`config.mk`:
```
export PLATFORM = sky130hd
export DESIGN_NAME = tmr_latch_rb
export DESIGN_NICKNAME = d
export VERILOG_FILES = /design/src/rtl/tmr_lrb_pkg.sv /design/src/rtl/tmr_lrb_ctrl.sv /design/src/rtl/tmr_lrb_wr.sv /design/src/rtl/tmr_lrb_rd.sv /design/src/rtl/tmr_latch_rb.sv
export SDC_FILE = /design/constraint.sdc
export NUM_CORES = 1
export LEC_CHECK = 0
export CAP_MARGIN = 5
export CORE_ASPECT_RATIO = 1.5
export CORE_MARGIN = 2
export CORE_UTILIZATION = 55
export DETAILED_ROUTE_END_ITERATION = 16
export PLACE_DENSITY = 0.92
export SETUP_SLACK_MARGIN = 0.1
export SLEW_MARGIN = 20
export SYNTH_ARGS = -nofsm -noshare
export SYNTH_HDL_FRONTEND = slang
export SYNTH_SLANG_ARGS = --single-unit
```
`constraint.sdc`:
```
create_clock -name clk_i -period 4.24 [get_ports clk_i]
set_clock_uncertainty 0.15 [all_clocks]
set_input_delay 0.636 -clock clk_i [delete_from_list [all_inputs] [get_ports clk_i]]
set_output_delay 0.636 -clock clk_i [all_outputs]
set_load 0.05 [all_outputs]
```
`src/rtl/tmr_lrb_pkg.sv`:
```
package tmr_lrb_pkg;
  localparam int BYTE_W = 8;
  localparam int CNT_W  = 2 * BYTE_W;
  localparam int CTL_W  = 6;

  typedef enum logic [1:0] {
    ACC_LATCH = 2'b00,
    ACC_LO    = 2'b01,
    ACC_HI    = 2'b10,
    ACC_BOTH  = 2'b11
  } acc_e;

  localparam logic [1:0] CMD_RDBK = 2'b11;

  // true when the byte about to be transferred ends the access sequence
  function automatic logic last_byte(acc_e acc, logic tog);
    return (acc != ACC_BOTH) || tog;
  endfunction
endpackage

```
`src/rtl/tmr_lrb_ctrl.sv`:
```
module tmr_lrb_ctrl
  import tmr_lrb_pkg::*;
#(
  parameter logic [CTL_W-1:0] RST_CTRL = 6'h30
) (
  input  logic              clk_i,
  input  logic              rst_ni,
  input  logic              wr_i,
  input  logic              sel_ctrl_i,
  input  logic [BYTE_W-1:0] wdata_i,
  output logic [CTL_W-1:0]  ctrl_o,
  output acc_e              acc_o,
  output logic [2:0]        mode_o,
  output logic              bcd_o,
  output logic              cw_load_o,
  output logic              cnt_latch_o,
  output logic              sts_latch_o
);
  logic             ctrl_wr, is_rdbk, is_latch;
  logic [CTL_W-1:0] ctrl_q;
  logic [2:0]       raw_mode;

  assign ctrl_wr  = wr_i & sel_ctrl_i;
  assign is_rdbk  = (wdata_i[7:6] == CMD_RDBK);
  assign is_latch = !is_rdbk && (wdata_i[5:4] == ACC_LATCH);

  assign cw_load_o   = ctrl_wr & !is_rdbk & !is_latch;
  assign cnt_latch_o = ctrl_wr & (is_latch | (is_rdbk & wdata_i[5]));
  assign sts_latch_o = ctrl_wr & is_rdbk & wdata_i[4];

  always_ff @(posedge clk_i or negedge rst_ni) begin
    if (!rst_ni)        ctrl_q <= RST_CTRL;
    else if (cw_load_o) ctrl_q <= wdata_i[CTL_W-1:0];
  end

  assign ctrl_o   = ctrl_q;
  assign acc_o    = acc_e'(ctrl_q[5:4]);
  assign raw_mode = ctrl_q[3:1];
  // modes 6 and 7 fold onto 2 and 3
  assign mode_o   = raw_mode[1] ? {1'b0, raw_mode[1:0]} : raw_mode;
  assign bcd_o    = ctrl_q[0];

  p_cw_store_r2: assert property (@(posedge clk_i) disable iff (!rst_ni)
    cw_load_o |=> ctrl_q == $past(wdata_i[CTL_W-1:0]));
  p_latch_keeps_ctrl_r7: assert property (@(posedge clk_i) disable iff (!rst_ni)
    (ctrl_wr && !cw_load_o) |=> $stable(ctrl_q));
  p_acc_never_latch_r2: assert property (@(posedge clk_i) disable iff (!rst_ni)
    acc_o != ACC_LATCH);
endmodule

```
`src/rtl/tmr_lrb_wr.sv`:
```
module tmr_lrb_wr
  import tmr_lrb_pkg::*;
#(
  parameter logic NULL_RST = 1'b1
) (
  input  logic              clk_i,
  input  logic              rst_ni,
  input  logic              data_wr_i,
  input  logic [BYTE_W-1:0] wdata_i,
  input  acc_e              acc_i,
  input  logic              cw_load_i,
  input  logic              load_i,
  output logic [CNT_W-1:0]  count_o,
  output logic              count_wr_o,
  output logic              null_o
);
  logic              wr_tog_q, commit;
  logic [BYTE_W-1:0] lo_q;
  logic [CNT_W-1:0]  count_q;
  logic              pulse_q, null_q;

  assign commit = data_wr_i && (acc_i != ACC_LATCH) && last_byte(acc_i, wr_tog_q);

  always_ff @(posedge clk_i or negedge rst_ni) begin
    if (!rst_ni) begin
      wr_tog_q <= 1'b0;
      lo_q     <= '0;
      count_q  <= '0;
      pulse_q  <= 1'b0;
    end else begin
      pulse_q <= commit;
      if (cw_load_i) begin
        wr_tog_q <= 1'b0;
      end else if (data_wr_i) begin
        unique case (acc_i)
          ACC_LO:   count_q <= {{BYTE_W{1'b0}}, wdata_i};
          ACC_HI:   count_q <= {wdata_i, {BYTE_W{1'b0}}};
          ACC_BOTH: begin
            if (!wr_tog_q) lo_q <= wdata_i;
            else           count_q <= {wdata_i, lo_q};
            wr_tog_q <= !wr_tog_q;
          end
          default: ;
        endcase
      end
    end
  end

  always_ff @(posedge clk_i or negedge rst_ni) begin
    if (!rst_ni)                  null_q <= NULL_RST;
    else if (cw_load_i || commit) null_q <= 1'b1;
    else if (load_i)              null_q <= 1'b0;
  end

  assign count_o    = count_q;
  assign count_wr_o = pulse_q;
  assign null_o     = null_q;

  p_null_set_r5: assert property (@(posedge clk_i) disable iff (!rst_ni)
    (cw_load_i || commit) |=> null_q);
  p_commit_src_r4: assert property (@(posedge clk_i) disable iff (!rst_ni)
    count_wr_o |-> $past(data_wr_i));
  p_wptr_clear_r2: assert property (@(posedge clk_i) disable iff (!rst_ni)
    cw_load_i |=> !wr_tog_q);
  p_count_hold_r4: assert property (@(posedge clk_i) disable iff (!rst_ni)
    !data_wr_i |=> $stable(count_q));
endmodule

```
`src/rtl/tmr_lrb_rd.sv`:
```
module tmr_lrb_rd
  import tmr_lrb_pkg::*;
(
  input  logic              clk_i,
  input  logic              rst_ni,
  input  logic              rd_i,
  input  logic              cw_load_i,
  input  logic              cnt_latch_i,
  input  logic              sts_latch_i,
  input  acc_e              acc_i,
  input  logic [CNT_W-1:0]  count_i,
  input  logic              out_i,
  input  logic              null_i,
  input  logic [CTL_W-1:0]  ctrl_i,
  output logic [BYTE_W-1:0] rdata_o
);
  logic [CNT_W-1:0]  cnt_lat_q, src;
  logic              cnt_vld_q, sts_vld_q, rd_tog_q;
  logic [BYTE_W-1:0] sts_lat_q, sts_now;

  assign sts_now = {out_i, null_i, ctrl_i};

  always_ff @(posedge clk_i or negedge rst_ni) begin
    if (!rst_ni) begin
      cnt_lat_q <= '0;
      cnt_vld_q <= 1'b0;
      sts_lat_q <= '0;
      sts_vld_q <= 1'b0;
      rd_tog_q  <= 1'b0;
    end else if (cw_load_i) begin
      cnt_vld_q <= 1'b0;
      sts_vld_q <= 1'b0;
      rd_tog_q  <= 1'b0;
    end else begin
      if (rd_i) begin
        if (sts_vld_q) begin
          sts_vld_q <= 1'b0;
        end else begin
          if (acc_i == ACC_BOTH) rd_tog_q <= !rd_tog_q;
          if (last_byte(acc_i, rd_tog_q)) cnt_vld_q <= 1'b0;
        end
      end
      if (cnt_latch_i && !cnt_vld_q) begin
        cnt_lat_q <= count_i;
        cnt_vld_q <= 1'b1;
        rd_tog_q  <= 1'b0;
      end
      if (sts_latch_i && !sts_vld_q) begin
        sts_lat_q <= sts_now;
        sts_vld_q <= 1'b1;
      end
    end
  end

  assign src = cnt_vld_q ? cnt_lat_q : count_i;

  always_comb begin
    if (sts_vld_q) rdata_o = sts_lat_q;
    else begin
      unique case (acc_i)
        ACC_HI:   rdata_o = src[CNT_W-1:BYTE_W];
        ACC_BOTH: rdata_o = rd_tog_q ? src[CNT_W-1:BYTE_W] : src[BYTE_W-1:0];
        default:  rdata_o = src[BYTE_W-1:0];
      endcase
    end
  end

  p_lat_hold_r8: assert property (@(posedge clk_i) disable iff (!rst_ni)
    (cnt_vld_q && !cw_load_i && !rd_i) |=> (cnt_vld_q && $stable(cnt_lat_q)));
  p_sts_first_r10: assert property (@(posedge clk_i) disable iff (!rst_ni)
    (sts_vld_q && rd_i && !cw_load_i && !cnt_latch_i) |=>
      ($stable(cnt_vld_q) && $stable(rd_tog_q)));
  p_release_r7: assert property (@(posedge clk_i) disable iff (!rst_ni)
    (cnt_vld_q && !sts_vld_q && rd_i && last_byte(acc_i, rd_tog_q) && !cnt_latch_i) |=> !cnt_vld_q);
  p_sts_hold_r9: assert property (@(posedge clk_i) disable iff (!rst_ni)
    (sts_vld_q && !rd_i && !cw_load_i) |=> (sts_vld_q && $stable(sts_lat_q)));
endmodule

```
`src/rtl/tmr_latch_rb.sv`:
```
module tmr_latch_rb
  import tmr_lrb_pkg::*;
#(
  parameter logic [CTL_W-1:0] RST_CTRL = 6'h30,
  parameter logic             NULL_RST = 1'b1
) (
  input  logic              clk_i,
  input  logic              rst_ni,
  input  logic              wr_i,
  input  logic              rd_i,
  input  logic              sel_ctrl_i,
  input  logic [BYTE_W-1:0] wdata_i,
  output logic [BYTE_W-1:0] rdata_o,
  input  logic [CNT_W-1:0]  count_i,
  input  logic              out_i,
  input  logic              load_i,
  output logic [CNT_W-1:0]  count_o,
  output logic              count_wr_o,
  output logic              null_count_o,
  output logic [2:0]        mode_o,
  output logic              bcd_o
);
  logic [CTL_W-1:0] ctrl;
  acc_e             acc;
  logic             cw_load, cnt_latch, sts_latch, data_wr;

  assign data_wr = wr_i & !sel_ctrl_i;

  tmr_lrb_ctrl #(.RST_CTRL(RST_CTRL)) u_ctrl (
    .clk_i       (clk_i),
    .rst_ni      (rst_ni),
    .wr_i        (wr_i),
    .sel_ctrl_i  (sel_ctrl_i),
    .wdata_i     (wdata_i),
    .ctrl_o      (ctrl),
    .acc_o       (acc),
    .mode_o      (mode_o),
    .bcd_o       (bcd_o),
    .cw_load_o   (cw_load),
    .cnt_latch_o (cnt_latch),
    .sts_latch_o (sts_latch)
  );

  tmr_lrb_wr #(.NULL_RST(NULL_RST)) u_wr (
    .clk_i      (clk_i),
    .rst_ni     (rst_ni),
    .data_wr_i  (data_wr),
    .wdata_i    (wdata_i),
    .acc_i      (acc),
    .cw_load_i  (cw_load),
    .load_i     (load_i),
    .count_o    (count_o),
    .count_wr_o (count_wr_o),
    .null_o     (null_count_o)
  );

  tmr_lrb_rd u_rd (
    .clk_i       (clk_i),
    .rst_ni      (rst_ni),
    .rd_i        (rd_i),
    .cw_load_i   (cw_load),
    .cnt_latch_i (cnt_latch),
    .sts_latch_i (sts_latch),
    .acc_i       (acc),
    .count_i     (count_i),
    .out_i       (out_i),
    .null_i      (null_count_o),
    .ctrl_i      (ctrl),
    .rdata_o     (rdata_o)
  );

  p_wr_rd_indep_r11: assert property (@(posedge clk_i) disable iff (!rst_ni)
    (wr_i && !sel_ctrl_i) |-> !cw_load);
endmodule

```
# Word-level counts from Yosys, hierarchy flattened
# Index checks and enable logic that the tools add are counted.
# classes
n_eq_ne	7
bitwise	11
n_reduce_logical	32
n_mux	25
# ops
operator	n
$pmux 16 s3	1
$mux 16	2
$mux 1	18
$mux 8	2
$pmux 8 s2	1
$reduce_bool 3->1	5
$and 1x1->1	8
$reduce_and 4->1	2
$reduce_bool 2->1	4
$logic_not 1->1	7
$eq 2x2->1 const B	3
$reduce_and 2->1	3
$reduce_and 3->1	2
$logic_and 1x1->1	5
$ne 2x2->1 const B	2
$logic_or 1x1->1	3
$mux 3	1
$ne 3x3->1 const B	1
$eq 2x1->1 const B	1
$logic_not 2->1	1
$not 1->1	2
$or 1x1->1	1
# totals
input_bits	31
regBits	60
output_inout_bits	30

# Logic depth before layout (Yosys ltp)
# depth
depth_word	8
ltp_mapped	6
mapped_depth_nobuf	3

# Modules after synthesis
# A second synthesis with hierarchy kept.
# hier_totals
cells_unflattened	262
hier_area_um2	3095.5
# modules_own_cells
mod	instances	area_each_um2	seq_area_each_um2	cells_per_inst
tmr_lrb_rd	1	1516.5	675.6	123
tmr_lrb_wr	1	1233.7	676.9	108
tmr_lrb_ctrl	1	331.6	152.6	30
tmr_latch_rb	1	13.8	0.0	1

# Worst setup path before layout
# No wires, ideal clock.
# synth_path
kind	reg-to-output
startpoint	register u_ctrl.ctrl_q[5], in the netlist u_ctrl.ctrl_o[5]
endpoint	output port rdata_o[0]
t_arrival_ns	2.290
required_ns	3.454
setup_slack_ns	1.164
n_path_buf	2
path_stages_with_launch	5
cell_sequence	dfstp_2 -> buf_2 -> buf_1 -> a221oi_1 -> o31ai_1
# synth_between
elab_chain_len	3
elab_cells_between_ends	4
# synth_lines
item	line_no	source
start, declared	tmr_lrb_ctrl.sv:20	logic [CTL_W-1:0] ctrl_q;
start signal, assigned	tmr_lrb_ctrl.sv:33	else if (cw_load_o) ctrl_q <= wdata_i[CTL_W-1:0];
$eq 2x2->1	tmr_lrb_rd.sv:60	unique case (acc_i)
$pmux 8 s2 (*)	tmr_lrb_rd.sv:60	
$mux 8 (*)	tmr_lrb_rd.sv:58	if (sts_vld_q) rdata_o = sts_lat_q;
end, declared	tmr_latch_rb.sv:13	output logic [BYTE_W-1:0] rdata_o,
# Every way passes the cells marked *; elsewhere a longest branch is shown, timed or not.

# Worst setup path in the final report
# layout_path
startpoint	register u_ctrl.ctrl_q[4], in the netlist u_ctrl.ctrl_o[4]
endpoint	output port rdata_o[4]
# Same word-level chain as after synthesis.

==> results.yml <==
status:
  status: "complete, no violations"
critical_path:
  r2r_slack_ps: 1680
  endpoint_kind: "output port"
  max_stage_delay_ps: 870
  required_ps: 3450
  reg2reg_from: "u_rd.cnt_vld_q"
  arrival_ps: 2890
  r2r-end: "u_rd.cnt_lat_q[11]"
  crit_chain: "nand2b_1, and3_1, o31ai_1, clkdlybuf4s50_1"
  cp_max_fo: 16
  reg2reg_depth: 2
  cpMaxStageDelayCell: "clkdlybuf4s50_1"
  start_kind: "register"
  cp-endpoint: "rdata_o[4]"
  path_class: "reg -> out"
  startpoint: "u_ctrl.ctrl_o[4]"
power_and_ir_drop:
  power_leakage_nw: 1.63
  power.density_nw_per_um2: 634
  vdd_drop_max_v: 0.000444
  power.total_mw: 2.35
layout:
  stdcell_count: 376
  antenna_cells: 0
  fin_util_pct: 71.9
  areaGrowthSynthToFinish_pct: 26.2
  nNetsFinal: 334
  final_area_sq_um: 3710
  final_cell_mix: "59 x clkdlybuf4s50_1, 57 x dfrtp_1, 38 x mux2_2"
  drive_above_1_share_pct: 22.4
  final_common_cell: "clkdlybuf4s50_1"
yosys:
  ys_seq_elements: 60
  synth-seq-area-share_pct: 51.1
  yosys_warnings: 0
  syn-mean-instance-area_sq_um: 11.9
  yosysUniqueCellTypes: 32
  netlist_instances: 248
  synth.area.top_cells: "dfrtp_1 48%, mux2_2 15%, mux2i_1 5.4%"
  synth_top_area_cell: "dfrtp_1"
  syn_area_sq_um: 2940
  syn_nets: 279
  synth.top_cell.area_share_pct: 48.4
timing:
  fin_crit_sh_pct: 86.8
  min_period_ps: 3680
  final_max_slew_viol_count: 0
  finalHoldViolCount: 0
  clock.fmax_ghz: 0.272
  setup_ws_ps: 562
  setup_tns_ps: 0
  setup_viol: 0
  rsz0062_at_grt: "no"
  hold_ws_ps: 292
  worst_pin_slew_ps: 957
  max_slew_margin_pct: 36.2
detailed_routing:
  wl_um: 6210
  wl_per_cell_um: 16.5
  dr.pass1.iters: 4
  ant_nets: 0
  viasPerCell: 5.52
  drt_iter0_markers: 79
  drc: 0
  vias: 2074
clock_network:
  cts.hold.buffers_added: 0
  cts_tree: "yes"
  htree_num_levels: 3
  cts_max_path_buffers: 2
  clk_pin_slew_ps: 60
  clock-sinks: 60
  cts_setup_buffers: 0
  cts_resized: 0
  clock_latency_ps: 340
  cts_buffers: 9
  cts-root-buf: "clkbuf_8"
global_routing:
  grt_pass1_vias: 2145
  grt_pass1_wl_um: 10500
  grt_max_degree: 61
  grt_overflow: 0
  antenna_found_initial: 0
  grt_usage_pct: 23.2
floorplanning:
  dieWidth_um: 63.7
  start_util_pct: 57.0
  core-area_sq_um: 5160
  rows: 32
  fp.dieH_um: 93.6
  design.die.area_sq_um: 5970
  ioPinCount: 61
place:
  preCtsSetupSlack_ps: 885
  port_buffers: 60
  dpl.hpwl_um: 4120
  dp_cells: 360
  place_area_sq_um: 3540
  gp_congestion: 0.775
job:
  maxCapViolations: 0
hold_path:
  hold_path.class: "in -> async"
[final cells by class]
cell class / count / area (sq um)
Inverter: 17 / 63.8
Multi-Input combinational cell: 152 / 1270
Clock inverter: 2 / 10.0
Fill cell: 372 / 1450
Timing Repair Buffer: 63 / 618
Clock buffer: 14 / 163
Tap cell: 68 / 85.1
Sequential cell: 60 / 1510
[where the power goes]
group	internal, mW	total, mW	switching (mW)	leakage, nW
Sequential	0.773	0.920	0.147	0.735
Combinational	0.413	0.983	0.570	0.803
Clock	0.243	0.451	0.208	0.0905
Total	1.43	2.35	0.925	1.63
[Yosys cell counts]
master,instances
buf_4,3
nand3_1,8
dfstp_2,3
buf_12,1
nand2b_1,3
or4_1,1
mux2i_1,16
xnor2_1,1
o31ai_1,8
o21bai_1,2
dfrtp_1,57
clkbuf_1,9
a221oi_1,8
buf_1,1
buf_2,4
mux2_2,38
and3b_1,3
nor4_2,1
and2b_1,1
a211o_1,1
buf_6,1
inv_1,17
nand2_1,19
and3_1,8
and3b_2,1
mux2_4,8
nor2b_1,9
a2bb2oi_1,1
nand4b_1,2
o21ai_0,10
nor4b_1,1
nor2_1,2
[cells by family after synthesis]
| group | Yosys count | share of synthesized area (%) |
|---|---|---|
| compound gates | 30 | 7.23 |
| xor+xnor | 1 | 0.298 |
| buf+inv | 36 | 5.95 |
| flops | 60 | 51.1 |
| mux | 62 | 24.1 |
| simple gates | 59 | 11.3 |
[critical path, delay by kind of cell, from the launching register on]
kind | cells | cell delay (ps)
AO/OA/AOI/OAI | 1 | 270
buffers and inverters | 1 | 870
flip-flops | 1 | 710
AND/OR/NAND/NOR | 2 | 720
[metal layers]
layer  global-route usage [%]  vias up  wire (um)
met5                        0        -          0
met4                     12.1        0        187
met3                     5.54       16        225
met2                     38.2       56       3160
met1                     28.3     1026       2630
li1                         -      976          -
[worst min path at each step]
stage | start | to | slack (ps) | cells past startpoint
2_1_floorplan | rst_ni | u_ctrl.ctrl_o[0] | 190 | 0
3_3_place_gp | u_rd.cnt_lat_q[2] | u_rd.cnt_lat_q[2] | 340 | 1
3_5_place_dp | u_rd.cnt_lat_q[4] | u_rd.cnt_lat_q[4] | 340 | 1
4_1_cts | rst_ni | u_rd.cnt_lat_q[10] | 320 | 2
5_1_grt | rst_ni | u_rd.cnt_lat_q[14] | 360 | 2
6_report | rst_ni | u_rd.cnt_lat_q[10] | 290 | 2
[flip-flops by register name, summed over array words and instances (netlist names)]
signal,count
u_rd.rd_tog_q,1
u_wr.null_o,1
u_wr.count_o,16
u_wr.lo_q,8
u_ctrl.ctrl_o,6
u_rd.sts_lat_q,8
u_rd.cnt_vld_q,1
u_wr.wr_tog_q,1
u_rd.sts_vld_q,1
u_wr.count_wr_o,1
u_rd.cnt_lat_q,16
No activity file was read; power rests on OpenSTA's default activity.
